**src/rtl/blkdma_pkg.sv**
```systemverilog
// Package: shared constants and types for the boundary-pausing DMA engine.
// Assumes register data is at least STAT_W bits wide.
package blkdma_pkg;
    localparam int STAT_W = 16;
    // Register selects
    localparam logic [1:0] SEL_SADDR = 2'd0;
    localparam logic [1:0] SEL_STAT  = 2'd1;
    localparam logic [1:0] SEL_STEN  = 2'd2;
    localparam logic [1:0] SEL_SGEN  = 2'd3;
    // Status bit positions
    localparam int B_CMD  = 0;
    localparam int B_XFER = 1;
    localparam int B_DMA  = 3;
    localparam int B_WRDY = 4;
    localparam int B_RRDY = 5;
    localparam logic [STAT_W-1:0] STAT_IMPL = 16'h003B;

    typedef enum logic [1:0] {ST_IDLE, ST_RUN, ST_HOLD} xfer_state_e;
endpackage

```
**src/rtl/blkdma_xfer.sv**
```systemverilog
// Transfer sequencer: walks the address in 4-byte beats, counts down the
// remaining beats, and parks at every 2**BND_LOG2 aligned address until a new
// address is loaded. Assumes len_words is stable during the start strobe.
module blkdma_xfer
    import blkdma_pkg::*;
#(
    parameter int ADDR_W   = 32,
    parameter int LEN_W    = 28,
    parameter int BND_LOG2 = 19
) (
    input  logic              clk,
    input  logic              rst_n,
    input  logic              start,
    input  logic [LEN_W-1:0]  len_words,
    input  logic              load_en,
    input  logic [ADDR_W-1:0] load_addr,
    input  logic              mem_ready,
    output logic              mem_req,
    output logic [ADDR_W-1:0] addr_q,
    output logic              beat,
    output logic              ev_done,
    output logic              ev_bnd
);
    localparam logic [ADDR_W-1:0] STEP = ADDR_W'(4);

    xfer_state_e        state_q;
    logic [LEN_W-1:0]   rem_q;
    logic [ADDR_W-1:0]  addr_inc;
    logic               last_beat;
    logic               on_bnd;

    // Beat qualification and next-address boundary decode
    always_comb begin
        beat      = (state_q == ST_RUN) && mem_ready;
        addr_inc  = addr_q + STEP;
        last_beat = (rem_q == LEN_W'(1));
        on_bnd    = (addr_inc[BND_LOG2-1:0] == '0);
        mem_req   = (state_q == ST_RUN);
        ev_done   = (beat && last_beat) ||
                    ((state_q == ST_IDLE) && start && (len_words == '0));
        ev_bnd    = beat && !last_beat && on_bnd;
    end

    // Sequencer state, address and remaining-beat count
    always_ff @(posedge clk) begin
        if (!rst_n) begin
            state_q <= ST_IDLE;
            addr_q  <= '0;
            rem_q   <= '0;
        end else begin
            case (state_q)
                ST_IDLE: begin
                    if (load_en) addr_q <= load_addr;
                    if (start) begin
                        rem_q <= len_words;
                        if (len_words != '0) state_q <= ST_RUN;
                    end
                end
                ST_RUN: begin
                    if (beat) begin
                        addr_q <= addr_inc;
                        rem_q  <= rem_q - LEN_W'(1);
                        if (last_beat)   state_q <= ST_IDLE;
                        else if (on_bnd) state_q <= ST_HOLD;
                    end
                end
                ST_HOLD: begin
                    if (load_en) begin
                        addr_q  <= load_addr;
                        state_q <= ST_RUN;
                    end
                end
                default: state_q <= ST_IDLE;
            endcase
        end
    end


    bnd_pause_chk: assert property (@(posedge clk) disable iff (!rst_n)
        ev_bnd |=> (!mem_req && (addr_q[BND_LOG2-1:0] == '0)));

    addr_step_chk: assert property (@(posedge clk) disable iff (!rst_n)
        beat |=> (addr_q == $past(addr_q) + STEP));

    hold_wait_chk: assert property (@(posedge clk) disable iff (!rst_n)
        (state_q == ST_HOLD && !load_en) |=> (!mem_req && $stable(addr_q)));

    run_ignore_load_chk: assert property (@(posedge clk) disable iff (!rst_n)
        (state_q == ST_RUN && !beat) |=> $stable(addr_q));

    resume_rem_chk: assert property (@(posedge clk) disable iff (!rst_n)
        (state_q == ST_HOLD && load_en) |=> (mem_req && $stable(rem_q)));
endmodule

```
**src/rtl/blkdma_status.sv**
```systemverilog
// Interrupt status block: write-one-to-clear status bits gated by a status
// enable register, and an interrupt line masked by a signal enable register.
// A set event wins over a clear in the same cycle.
module blkdma_status
    import blkdma_pkg::*;
(
    input  logic              clk,
    input  logic              rst_n,
    input  logic [STAT_W-1:0] set_vec,
    input  logic              wr_stat,
    input  logic              wr_sten,
    input  logic              wr_sgen,
    input  logic [STAT_W-1:0] wdata,
    output logic [STAT_W-1:0] stat_q,
    output logic [STAT_W-1:0] sten_q,
    output logic [STAT_W-1:0] sgen_q,
    output logic              irq
);
    logic [STAT_W-1:0] set_g;
    logic [STAT_W-1:0] clr;

    // Gated set terms and clear mask
    always_comb begin
        set_g = set_vec & sten_q & STAT_IMPL;
        clr   = wr_stat ? wdata : '0;
        irq   = |(stat_q & sgen_q);
    end

    // Status, status enable and signal enable registers
    always_ff @(posedge clk) begin
        if (!rst_n) begin
            stat_q <= '0;
            sten_q <= '0;
            sgen_q <= '0;
        end else begin
            stat_q <= (stat_q & ~clr) | set_g;
            if (wr_sten) sten_q <= wdata;
            if (wr_sgen) sgen_q <= wdata;
        end
    end


    w1c_chk: assert property (@(posedge clk) disable iff (!rst_n)
        wr_stat |=> ((stat_q & $past(wdata & ~set_g)) == '0));

    set_wins_chk: assert property (@(posedge clk) disable iff (!rst_n)
        (set_g != '0) |=> ((stat_q & $past(set_g)) == $past(set_g)));

    latch_gate_chk: assert property (@(posedge clk) disable iff (!rst_n)
        1'b1 |=> ((stat_q & ~$past(stat_q) & ~$past(sten_q)) == '0));
endmodule

```
**src/rtl/blkdma_top.sv**
```systemverilog
// Boundary-pausing DMA engine top: register decode and readback, transfer
// length computation, direction capture and memory/buffer data steering.
// Assumes blk_size is a multiple of 4 and REG_W >= ADDR_W >= STAT_W.
module blkdma_top
    import blkdma_pkg::*;
#(
    parameter int ADDR_W   = 32,
    parameter int REG_W    = 32,
    parameter int DATA_W   = 32,
    parameter int BSZ_W    = 12,
    parameter int BCNT_W   = 16,
    parameter int BND_LOG2 = 19
) (
    input  logic              clk,
    input  logic              rst_n,
    input  logic              reg_wr,
    input  logic [1:0]        reg_sel,
    input  logic [REG_W-1:0]  reg_wdata,
    output logic [REG_W-1:0]  reg_rdata,
    input  logic [BSZ_W-1:0]  blk_size,
    input  logic [BCNT_W-1:0] blk_count,
    input  logic              xfer_start,
    input  logic              to_mem,
    input  logic              ev_cmd_done,
    input  logic              ev_wr_ready,
    input  logic              ev_rd_ready,
    output logic              mem_req,
    output logic              mem_we,
    output logic [ADDR_W-1:0] mem_addr,
    input  logic              mem_ready,
    output logic [DATA_W-1:0] mem_wdata,
    input  logic [DATA_W-1:0] mem_rdata,
    input  logic [DATA_W-1:0] buf_rdata,
    output logic              buf_pop,
    output logic [DATA_W-1:0] buf_wdata,
    output logic              buf_push,
    output logic              irq
);
    localparam int LEN_W = BSZ_W + BCNT_W;

    logic [LEN_W-1:0]  len_bytes;
    logic [LEN_W-1:0]  len_words;
    logic              load_en, wr_stat, wr_sten, wr_sgen;
    logic              beat, ev_done, ev_bnd;
    logic              dir_q;
    logic [STAT_W-1:0] set_vec, stat_q, sten_q, sgen_q;

    // Register write decode and transfer length
    always_comb begin
        load_en   = reg_wr && (reg_sel == SEL_SADDR);
        wr_stat   = reg_wr && (reg_sel == SEL_STAT);
        wr_sten   = reg_wr && (reg_sel == SEL_STEN);
        wr_sgen   = reg_wr && (reg_sel == SEL_SGEN);
        len_bytes = LEN_W'(blk_size) * LEN_W'(blk_count);
        len_words = len_bytes >> 2;
    end

    // Direction captured at start
    always_ff @(posedge clk) begin
        if (!rst_n)          dir_q <= 1'b0;
        else if (xfer_start) dir_q <= to_mem;
    end

    blkdma_xfer #(
        .ADDR_W   (ADDR_W),
        .LEN_W    (LEN_W),
        .BND_LOG2 (BND_LOG2)
    ) u_xfer (
        .clk       (clk),
        .rst_n     (rst_n),
        .start     (xfer_start),
        .len_words (len_words),
        .load_en   (load_en),
        .load_addr (reg_wdata[ADDR_W-1:0]),
        .mem_ready (mem_ready),
        .mem_req   (mem_req),
        .addr_q    (mem_addr),
        .beat      (beat),
        .ev_done   (ev_done),
        .ev_bnd    (ev_bnd)
    );

    // Status event vector assembly
    always_comb begin
        set_vec         = '0;
        set_vec[B_CMD]  = ev_cmd_done;
        set_vec[B_XFER] = ev_done;
        set_vec[B_DMA]  = ev_bnd;
        set_vec[B_WRDY] = ev_wr_ready;
        set_vec[B_RRDY] = ev_rd_ready;
    end

    blkdma_status u_status (
        .clk     (clk),
        .rst_n   (rst_n),
        .set_vec (set_vec),
        .wr_stat (wr_stat),
        .wr_sten (wr_sten),
        .wr_sgen (wr_sgen),
        .wdata   (reg_wdata[STAT_W-1:0]),
        .stat_q  (stat_q),
        .sten_q  (sten_q),
        .sgen_q  (sgen_q),
        .irq     (irq)
    );

    // Data steering between buffer and memory
    always_comb begin
        mem_we    = dir_q;
        mem_wdata = buf_rdata;
        buf_wdata = mem_rdata;
        buf_pop   = beat && dir_q;
        buf_push  = beat && !dir_q;
    end

    // Register readback
    always_comb begin
        case (reg_sel)
            SEL_SADDR: reg_rdata = REG_W'(mem_addr);
            SEL_STAT:  reg_rdata = REG_W'(stat_q);
            SEL_STEN:  reg_rdata = REG_W'(sten_q);
            default:   reg_rdata = REG_W'(sgen_q);
        endcase
    end


    done_no_bnd_chk: assert property (@(posedge clk) disable iff (!rst_n)
        ev_done |-> !ev_bnd);

    one_buf_op_chk: assert property (@(posedge clk) disable iff (!rst_n)
        $onehot0({buf_pop, buf_push}) && (beat == (buf_pop || buf_push)));
endmodule

```
**config.mk**
```make
export PLATFORM = sky130hd
export DESIGN_NAME = blkdma_top
export DESIGN_NICKNAME = d
export VERILOG_FILES = /design/src/rtl/blkdma_pkg.sv /design/src/rtl/blkdma_xfer.sv /design/src/rtl/blkdma_status.sv /design/src/rtl/blkdma_top.sv
export SDC_FILE = /design/constraint.sdc
export NUM_CORES = 1
export LEC_CHECK = 0
export BUFFER_PORTS_ARGS = -buffer_cell sky130_fd_sc_hd__buf_4
export CORE_ASPECT_RATIO = 1.5
export CORE_MARGIN = 5
export CORE_UTILIZATION = 40
export DETAILED_ROUTE_END_ITERATION = 8
export PLACE_DENSITY = 0.72
export SYNTH_ARGS = -nofsm -noshare
export SYNTH_HDL_FRONTEND = slang
export SYNTH_SLANG_ARGS = --single-unit
```
**constraint.sdc**
```tcl
create_clock -name clk -period 9.6 [get_ports clk]
set_clock_uncertainty 0.1 [all_clocks]
set_input_delay 1.92 -clock clk [delete_from_list [all_inputs] [get_ports clk]]
set_output_delay 1.92 -clock clk [all_outputs]
set_load 0.01 [all_outputs]
```
; ---- Word-level counts from Yosys, hierarchy flattened
; Cells that the tools add are included.
[op_classes]
add_sub_neg = 2
n_mul = 1
eq_ne = 12
muxes = 15
bitwise = 5
n_reduce_logical = 27
[ops]
columns = operator, n
row1 = $pmux W32 S3, 1
row2 = $mux W32, 2
row3 = $pmux W32 S2, 1
row4 = $mux W28, 2
row5 = $pmux W28 S2, 1
row6 = $add A32 B3 Y32 const B, 1
row7 = $and A16 B16 Y16, 2
row8 = $eq A28 B1 Y1 const B, 1
row9 = $logic_not A28 Y1, 1
row10 = $mul A12 B16 Y28, 1
row11 = $reduce_bool A28 Y1, 1
row12 = $sub A28 B1 Y28 const B, 1
row13 = $logic_not A19 Y1, 1
row14 = $mux W16, 1
row15 = $not A16 Y16, 1
row16 = $or A16 B6 Y16, 1
row17 = $reduce_or A16 Y1, 1
row18 = $logic_and A1 B1 Y1, 12
row19 = $mux W2, 6
row20 = $and A6 B6 Y6, 1
row21 = $eq A2 B2 Y1 const B, 3
row22 = $ne A2 B2 Y1 const B, 3
row23 = $pmux W2 S3, 1
row24 = $reduce_and A3 Y1, 2
row25 = 9 further kinds, 14
[totals]
regBits = 111
in_bits = 135
out_inout_bits = 133
wordCells = 69

; ---- Depth between registers and ports, before layout
; Gate-level depths: netlist of run 1.
[logic_depth]
depth_word = 6
mapped_depth = 22

; ---- By module
; Synthesis of run 1 repeated with hierarchy kept, for this count alone.
[hier_totals]
cells_unflattened = 1610
area_unflattened_um2 = 13249.0
[modules_own_cells]
columns = module, n_inst, cells_each, area_each_um2, seq_area_each_um2
row1 = blkdma_top, 1, 873, 7353.3, 20.0
row2 = blkdma_xfer, 1, 568, 4053.9, 1241.2
row3 = blkdma_status, 1, 169, 1841.8, 960.9

; ---- Worst setup path after synthesis of run 1
; Ideal clock, no wire load.
[synth_timing]
kind = input-to-reg
from = in blk_size[6]
to = reg u_xfer.state_q[0]
t_arrival_ps = 7147
required_time_ps = 9354
path_slack_ps = 2207
cell_stages = 21
n_path_buf = 3
path_cell_list = clkbuf_1 nand2_1 fa_1 inv_1 fa_1 fa_1 fa_1 inv_1 fa_1 inv_1 ha_1 buf_2 and2_1 clkbuf_1 a21oi_1 a21oi_1 or3b_1 xor2_1 a2111o_1 nor4_2 a41oi_1
[synth_via]
elab_chain_cells = 4
[synth_rtl]
columns = item, line_no
row1 = start: declaration, blkdma_top.sv:20  ; input logic [BSZ_W-1:0] blk_size,
row2 = $mul A12 B16 Y28, blkdma_top.sv:54  ; len_bytes = LEN_W'(blk_size) * LEN_W'(blk_count);
row3 = $reduce_bool A28 Y1, blkdma_xfer.sv:56  ; if (len_words != '0) state_q <= ST_RUN;
row4 = $ne A2 B2 Y1 (no line), -
row5 = $reduce_and A5 Y1 (no line), -
row6 = end signal: assignment, blkdma_xfer.sv:56
row7 = end signal: assignment, blkdma_xfer.sv:63  ; if (last_beat) state_q <= ST_IDLE;
row8 = end signal: assignment, blkdma_xfer.sv:64  ; else if (on_bnd) state_q <= ST_HOLD;
row9 = end: declaration, blkdma_xfer.sv:26  ; xfer_state_e state_q;
; Every way passes these cells.
; A chain may end at the register's enable or synchronous reset.

; ---- Worst setup path in the final report of run 1
[layout_timing]
from = in blk_size[11]
to = reg u_xfer.state_q[0]
; The elaborated chain is that of the path after synthesis.

==> results of run 1 <==
==> critical path, stage by stage <==
cell and delay [ps]:
buf_4 170, and2_1 170, fa_1 510, fa_1 530, fa_1 540, fa_1 590, inv_1 70, fa_1 540
inv_1 40, ha_1 440, nand2_1 150, a21oi_1 270, o21ai_1 160, a31oi_1 330, mux2i_1 150, a2111o_1 390
nor4_2 330, a41oi_1 160
==> Yosys cell counts (all sizes together) (11+ instances only) <==
cell type / count / share of area (%)
a31oi: 13 / 0.60
mux4: 16 / 2.7
o22ai: 16 / 0.74
inv: 203 / 5.6
a21o: 19 / 1.1
nand2: 290 / 8.0
nor4: 15 / 0.89
o21ai: 85 / 3.1
a21boi: 46 / 2.5
fa: 140 / 21
a22oi: 14 / 0.77
dfxtp: 111 / 16
nand4: 21 / 1.0
nand3: 20 / 0.77
nor2: 70 / 2.0
nor2b: 21 / 0.97
and3: 15 / 0.69
nor3: 37 / 1.4
and2: 98 / 4.5
buf: 86 / 4.5
xor2: 11 / 0.71
a21oi: 95 / 3.5
ha: 69 / 6.4
clkbuf: 86 / 2.4
==> stage by stage <==
step / setup WS (ps) / util, % / hold slack [ps] / power (mW) / std cells
floorplan: 2210 / - / 322 / 3.06 / 1728
global placement: 2000 / 42.6 / 331 / 3.70 / 2120
detailed placement: 1880 / 42.6 / 340 / 3.74 / 2120
CTS: 2270 / 43.6 / 353 / 4.16 / 2136
global route: 1940 / 43.6 / 362 / 4.62 / 2136
finish: 2270 / 43.6 / 354 / 4.19 / 2136
==> flip-flops by register name, summed over array words and instances, names as in the netlist <==
name             flops
mem_we               1
u_status.sgen_q     16
u_status.stat_q     16
u_status.sten_q     16
u_xfer.addr_q       32
u_xfer.rem_q        28
u_xfer.state_q       2
==> power by group <==
group	switching [mW]	internal, mW
Combinational	1.96	1.26
Sequential	0.0647	0.507
Clock	0.203	0.188
==> layout make-up <==
type                    instances  area [µm²]
clock buffers                   9         225
clock inverters                 7        82.6
fillers                      3368       18900
inverters                     204         766
multi-input cells            1241        9670
flip-flops and latches        111        2220
well taps                     420         526
repair buffers                144        1080
==> cell families (layout without fill, tap and decap cells) <==
family | count (synthesis) | after routing | share of synthesized area (%)
and+or+nand+nor | 629 | 629 | 22.7
adders and majority gates | 209 | 209 | 27.0
xor gates and xnor gates | 17 | 17 | 1.10
DFF | 111 | 111 | 16.4
buffers and inverters | 376 | 364 | 12.5
muxes | 20 | 20 | 2.96
AOI/OAI and AO/OA | 366 | 366 | 17.4
==> layer usage <==
metal | wire length, µm | global-route usage (%)
met2 | 19800 | 36.0
met3 | 2290 | 3.08
met1 | 14400 | 22.6
met4 | 1110 | 7.38
met5 | 0 | 0
==> final timing paths <==
kind              slack (ps)                        endpoint
hold / removal           350   u_status.stat_q[8]$_SDFF_PN0_
hold reg to reg          350   u_status.stat_q[8]$_SDFF_PN0_
setup / recovery        2270  u_xfer.state_q[0]$_SDFFE_PN0P_
setup reg to reg        5610    u_xfer.rem_q[2]$_SDFFE_PN0P_
==> results.toml, run 1 <==
[floorplanning]
rows = 82
start_util_pct = 40.6
die_area_um2 = 37800
io_pins = 268
die_y_um = 236
die_x_um = 160
core_area_um2 = 33400

[clock_network]
cts_inserted_buffers = 9
post_cts_buffers = 0
clkLatencyLatePin_ps = 360
cts_buffer_depth = 2
htreeDepth = 3
cts_hold_buffers = 0
clockRootBuffer = "clkbuf_16"
clk_pin_slew_worst_paths_ps = 90
clock_sinks = 111
cts_tree = "yes"
post_cts_resized = 0

[routing]
drtPass1Iterations = 5
drt_iter0_drc = 942
viasPerCell = 5.61
vias = 11979
routed_wirelength_um = 37500
ant_nets = 0
route.detailed.drc = 0
routedWlPerCell_um = 17.6

[finish]
diodes = 0
final_common_cell = "nand2_1"
layout-drive-gt1-share_pct = 11.8
most-common-layout-cells = "nand2_1, inv_1, buf_4"
area_growth_pct = 7.37
layout.nets = 2055
design_area_um2 = 14600

[grt]
overflow = 0
grt_pass1_wl_um = 62300
grt_max_degree = 112
antenna_found_initial = 0
grt_usage_pct = 19.6
grt_pass1_vias = 12376

[power_and_ir_drop]
vdd_drop_max_mv = 0.227
leakagePower_nw = 6.51
p_per_area_nw_per_um2 = 288

[hold_path]
hold_path.class = "flip-flop to flip-flop"
hold_depth = 2
min_from = "u_status.stat_q[8]$_SDFF_PN0_"

[yosys]
synth_cell_types = 82
synthFlopType = "dfxtp_1"
ys_ff_latch = 111
syn_avg_cell_area_um2 = 7.85
ys_warn_count = 0
synth_seq_area_share_pct = 16.4
synthArstFlopShare_pct = 0
syn_nets = 2072
syn_inst = 1728
synthesis.area_um2 = 13600
synth-edff-count = 0

[setup_path]
start_kind = "primary input"
worst_ep_required_time_ps = 9710
reg2reg_depth = 8
critPathKind = "primary input to flip-flop"
crit_start = "blk_size[11]"
reg2reg_from = "u_xfer.state_q[0]$_SDFFE_PN0P_"
critPathMaxFanout = 16
cp-end-kind = "flip-flop"
cp.arrival_ps = 7440

[outcome]
status = "completed"

[sta]
maxSlewHeadroom_pct = 23.4
fmax_mhz = 136
tns_ps = 0
period_needed_ps = 7330
final-hold-violation-count = 0
tightest_slew_ps = 1150
setup_viol = 0
rsz0062_at_grt = "no"
post-route-period-util_pct = 76.4
final_max_slew_viol_count = 0

[run]
cap_violations = 0

[place]
io_buffers = 139
post-dp-hpwl_um = 29300
place_area_um2 = 14300
place_congestion = 0.908
Note: power is estimated with default switching activity, not from simulation.
==> inputs of run 2 (changes only) <==
--- a/config.mk
+++ b/config.mk
@@ -5,6 +5,7 @@
 export SDC_FILE = /design/constraint.sdc
 export NUM_CORES = 1
 export LEC_CHECK = 0
+export ABC_AREA = 1
 export BUFFER_PORTS_ARGS = -buffer_cell sky130_fd_sc_hd__buf_4
 export CORE_ASPECT_RATIO = 1.5
 export CORE_MARGIN = 5
==> constraint.sdc (replaced) <==
create_clock -name clk -period 7 [get_ports clk]
set_clock_uncertainty 0.1 [all_clocks]
set_input_delay 1.4 -clock clk [delete_from_list [all_inputs] [get_ports clk]]
set_output_delay 1.4 -clock clk [all_outputs]
set_load 0.01 [all_outputs]
==> results.toml, run 2 <==
[yosys]
synthFlopType = "dfxtp_1"
syn_inst = 2017
synth_cell_types = 44
synth_seq_area_share_pct = 16.4
ys_warn_count = 0
ys_ff_latch = 111
syn_nets = 2361
synth-edff-count = 0
synth_top_cells_by_count = "nand2_1, inv_1, nor2_1"
yosysTopAreaCellShare_pct = 20.7
yosysMostFrequentCell = "nand2_1"
synthesis.area_um2 = 13600
synthArstFlopShare_pct = 0
syn_avg_cell_area_um2 = 6.72
synth_top_area_cell = "fa_1"
ys_top_cells_by_area = "fa_1, dfxtp_1, nand2_1"

[clock_network]
cts_tree = "yes"
clk_pin_slew_worst_paths_ps = 80
clkLatencyLatePin_ps = 360
clock_sinks = 111
clockRootBuffer = "clkbuf_16"
htreeDepth = 3
cts_hold_buffers = 0
cts_buffer_depth = 2
cts_inserted_buffers = 9
post_cts_resized = 0
post_cts_buffers = 0

[sta]
fmax_mhz = 152
rsz0062_at_grt = "no"
final_max_slew_viol_count = 0
final-hold-violation-count = 0
post-route-period-util_pct = 93.9
worst_slack_ps = 430
tightest_slew_ps = 1150
tns_ps = 0
maxSlewHeadroom_pct = 23.4
period_needed_ps = 6570
setup_viol = 0

[power_and_ir_drop]
pwr-share-comb_pct = 77.0
p_clk_share_pct = 8.3
p_per_area_nw_per_um2 = 417
p_seq_share_pct = 14.6
switchingPower_mw = 3.47
internal_power_mw = 2.65
vdd_drop_max_mv = 0.240
switching_share_pct = 56.7
leakagePower_nw = 7.57

[finish]
largest_register_ffs = 32
reg_top3 = "u_xfer.addr_q (32), u_xfer.rem_q (28)"
most-common-layout-cells = "nand2_1, inv_1, nor2_1"
layout-drive-gt1-share_pct = 9.10
diodes = 0
area_growth_pct = 8.16
top_register = "u_xfer.addr_q"
layout.nets = 2372
final_common_cell = "nand2_1"

[setup_path]
start_kind = "primary input"
critPathMaxFanout = 16
r2r-end = "u_xfer.state_q[1]$_SDFFE_PN0P_"
crit_slowest_cell = "fa_1"
crit_start = "blk_size[8]"
critPathKind = "primary input to flip-flop"
reg2reg_from = "u_xfer.addr_q[2]$_SDFFE_PN0P_"
max_stage_delay_ps = 550
worst_ep_required_time_ps = 7200
r2r_slack_ps = 4430
cp.arrival_ps = 6770
reg2reg_depth = 16
cp-end-kind = "flip-flop"

[routing]
routed_wirelength_um = 38400
ant_nets = 0
routedWlPerCell_um = 15.7
route.detailed.drc = 0
vias = 12661
drtPass1Iterations = 5
viasPerCell = 5.16
drt_iter0_drc = 636

[floorplanning]
die_y_um = 236
core_area_um2 = 33400
rows = 82
die_area_um2 = 37800
die_x_um = 160
start_util_pct = 40.5
io_pins = 268

[run]
cap_violations = 0

[grt]
grt_usage_pct = 20.0
grt_max_degree = 57
grt_pass1_wl_um = 62800
antenna_found_initial = 0
overflow = 0
grt_pass1_vias = 13038

[hold_path]
hold-path-endpoint = "u_status.sten_q[13]$_SDFFE_PN0P_"
hold_depth = 2
min_from = "u_status.sten_q[13]$_SDFFE_PN0P_"
hold_path.class = "flip-flop to flip-flop"

[place]
post-dp-hpwl_um = 31000
io_buffers = 139
place_congestion = 0.936
pre_cts_slack_ps = 101

[outcome]
status = "completed"
==> run 2: cell count changes after synthesis, sizes merged, moves of 17 or more <==
cell / before / now
a21boi: 46 / 0
a21o: 19 / 1
a21oi: 95 / 114
a221oi: 4 / 21
and2: 98 / 2
inv: 203 / 415
nand2: 290 / 521
nand3: 20 / 90
nor2: 70 / 157
nor2b: 21 / 0
o211ai: 4 / 23
xor2: 11 / 31
==> run 2: per-stage QoR <==
step           utilization, %  area [µm²]  cells  power [mW]  hold slack (ps)
2_1_floorplan               -       13600   2017        4.39              330
3_3_place_gp             43.0       14400   2437        5.55              341
3_5_place_dp             43.0       14400   2437        5.60              344
4_1_cts                  43.9       14700   2452        6.13              357
5_1_grt                  43.9       14700   2452        6.90              372
6_report                 43.9       14700   2452        6.11              356
==> run 2: per-layer routing <==
metal / vias to the layer above / global-route usage (%) / wire length [µm]
met5: - / 0 / 0
met4: 0 / 10.1 / 1960
met3: 129 / 2.75 / 2030
met2: 447 / 37.6 / 19900
met1: 5936 / 21.5 / 14500
li1: 6149 / - / -
==> run 2: how the worst max path moves through the flow <==
stage	slack (ps)	endpoint
3_3_place_gp	160	u_xfer.state_q[1]$_SDFFE_PN0P_
6_report	430	u_xfer.state_q[1]$_SDFFE_PN0P_
3_5_place_dp	100	u_xfer.state_q[1]$_SDFFE_PN0P_
5_1_grt	100	u_xfer.state_q[1]$_SDFFE_PN0P_
2_1_floorplan	490	u_xfer.state_q[1]$_SDFFE_PN0P_
4_1_cts	460	u_xfer.state_q[1]$_SDFFE_PN0P_
==> run 2: layout make-up <==
cell class | instances | area [µm²]
timing repair buffer | 149 | 1120
clock inverter | 6 | 53.8
sequential | 111 | 2220
inverter | 417 | 1570
tap | 420 | 526
multi-input combinational | 1340 | 8960
clock buffer | 9 | 225
fill | 3488 | 18800
==> run 2: cell families (layout without fill, tap and decap cells) <==
logic type,count (synthesis),after routing,share of synthesized area (%)
adder cells (fa/ha/maj),209,209,27.0
flip-flops,111,111,16.4
AO/OA/AOI/OAI,266,266,11.4
XOR/XNOR,41,41,2.65
buffers and inverters,566,581,17.6
AND/OR/NAND/NOR,824,824,25.0
==> run 2: power by group through the flow <==
stage / Clock (mW) / Combinational, mW / Sequential (mW)
2_1_floorplan: 0 / 3.51 / 0.877
3_3_place_gp: 0 / 4.65 / 0.902
3_5_place_dp: 0 / 4.70 / 0.904
4_1_cts: 0.517 / 4.72 / 0.891
5_1_grt: 0.538 / 5.46 / 0.906
6_report: 0.509 / 4.71 / 0.894
==> run 2: worst max-delay path: cells and delay by family <==
kind,cells,cell delay (ps)
compound gates,2,480
xor+xnor,1,400
fa+ha+maj,6,2960
buf+inv,5,390
simple gates,11,1140
==> inputs of run 3 (changes only) <==
--- a/config.mk
+++ b/config.mk
@@ -5,7 +5,6 @@
 export SDC_FILE = /design/constraint.sdc
 export NUM_CORES = 1
 export LEC_CHECK = 0
-export ABC_AREA = 1
 export BUFFER_PORTS_ARGS = -buffer_cell sky130_fd_sc_hd__buf_4
 export CORE_ASPECT_RATIO = 1.5
 export CORE_MARGIN = 5
==> results.toml, run 3 (synthesis gave the netlist of run 1 again) <==
[clock_network]
cts_inserted_buffers = 9
post_cts_resized = 0
cts_buffer_depth = 2
clkLatencyLatePin_ps = 360
cts_hold_buffers = 0
clock_sinks = 111
cts_tree = "yes"
clk_pin_slew_worst_paths_ps = 90
post_cts_buffers = 0
clockRootBuffer = "clkbuf_16"
htreeDepth = 3

[setup_path]
critPathMaxFanout = 8
crit_slowest_cell = "fa_1"
critPathKind = "primary input to flip-flop"
start_kind = "primary input"
r2r_slack_ps = 3040
reg2reg_depth = 8
max_stage_delay_ps = 560
cp-end-kind = "flip-flop"
crit_path_frequent_cell = "fa_1"
crit_chain = "buf_4 -> buf_4 -> and2_1 -> fa_1 -> fa_1 -> fa_1 -> fa_1 -> inv_1 -> fa_1 -> inv_1 -> ha_1 -> nand2_1 -> o21ai_1 -> nor2_1 -> a21o_1 -> and4_1 -> a311oi_1 -> nor4_2 -> a22o_1"
cp.arrival_ps = 6820
worst_ep_required_time_ps = 7150
reg2reg_from = "u_xfer.state_q[0]$_SDFFE_PN0P_"
r2r-end = "u_xfer.rem_q[2]$_SDFFE_PN0P_"

[sta]
maxSlewHeadroom_pct = 25.7
final_max_slew_viol_count = 0
rsz0062_at_grt = "no"
post-route-period-util_pct = 95.3
fmax_mhz = 150
final-hold-violation-count = 0
period_needed_ps = 6670
setup_viol = 0
tightest_slew_ps = 1110

[routing]
routedWlPerCell_um = 17.3
routed_wirelength_um = 37600
viasPerCell = 5.57
vias = 12086
ant_nets = 0
drt_iter0_drc = 701
drtPass1Iterations = 5
route.detailed.drc = 0

[finish]
utilization_pct = 44.3
design_area_um2 = 14800
layout-drive-gt1-share_pct = 13.5
register_area_um2 = 2220
area_growth_pct = 9.30
final_common_cell = "nand2_1"
diodes = 0
most-common-layout-cells = "nand2_1, inv_1, buf_4"
multi_input_area_um2 = 9670
fillers = 3350
final_cells = 2170
largest_register_ffs = 32
top_register = "u_xfer.addr_q"
layout.nets = 2089
reg_top3 = "u_xfer.addr_q (32), u_xfer.rem_q (28)"

[power_and_ir_drop]
leakagePower_nw = 6.68
vdd_drop_max_mv = 0.398
p_per_area_nw_per_um2 = 411

[place]
place_congestion = 0.896
numPlacedInstances = 2154
place_area_um2 = 14500
post-dp-hpwl_um = 29800
io_buffers = 139

[grt]
grt_max_degree = 112
antenna_found_initial = 0
overflow = 0
grt_usage_pct = 19.9
grt_pass1_vias = 12650
grt_pass1_wl_um = 63700

[hold_path]
hold-path-endpoint = "u_status.stat_q[10]$_SDFF_PN0_"
min_from = "u_status.stat_q[10]$_SDFF_PN0_"
hold_path.class = "flip-flop to flip-flop"
hold_depth = 2

[floorplanning]
die_y_um = 236
rows = 82
die_area_um2 = 37800
die_x_um = 160
start_util_pct = 40.6
io_pins = 268
core_area_um2 = 33400

[run]
cap_violations = 0

[outcome]
status = "completed"
run 3: critical path, delay by kind of cell:
family	cells	cell delay (ps)
compound gates	4	1320
fa+ha+maj	6	3060
buf+inv	4	350
simple gates	5	680
run 3: how the worst max path moves through the flow:
stage                            start                             end  slack [ps]
after floorplan            blk_size[6]  u_xfer.state_q[0]$_SDFFE_PN0P_         130
after global placement    blk_count[3]   u_status.stat_q[1]$_SDFF_PN0_          -7
after detailed placement   blk_size[4]  u_xfer.state_q[0]$_SDFFE_PN0P_         -40
after CTS                  blk_size[4]  u_xfer.state_q[0]$_SDFFE_PN0P_         330
after global routing      blk_count[3]   u_status.stat_q[1]$_SDFF_PN0_          20
final                     blk_count[3]   u_status.stat_q[1]$_SDFF_PN0_         330
run 3: area by class of cell:
type                            instances  area share [%]
Multi-Input combinational cell       1241            65.2
Sequential cell                       111            15.0
Timing Repair Buffer                  178            9.01
Inverter                              204            5.16
Tap cell                              420            3.54
Clock buffer                            9            1.52
Clock inverter                          7           0.607
run 3: metal layers:
layer	wire, µm	up-vias	global-route usage, %
li1	-	5719	-
met1	14200	5874	22.7
met2	20000	419	37.1
met3	2180	74	3.38
met4	1170	0	7.04
met5	0	-	0
run 3: power breakdown:
part	internal (mW)	total (mW)	switching, mW	leakage [nW]
Combinational	2.03	4.77	2.74	5.62
Sequential	0.695	0.783	0.0878	0.905
Clock	0.261	0.540	0.279	0.150
run 3: per-stage QoR:
step / hold slack, ps / total power [mW] / setup WS [ps] / setup TNS (ps)
after global placement: 333 / 5.47 / -6.95 / -6.95
final: 355 / 6.09 / 330 / 0
after global routing: 368 / 6.76 / 24.4 / 0
after detailed placement: 343 / 5.52 / -44.8 / -44.8
after CTS: 358 / 6.10 / 329 / 0
after floorplan: 322 / 4.20 / 127 / 0
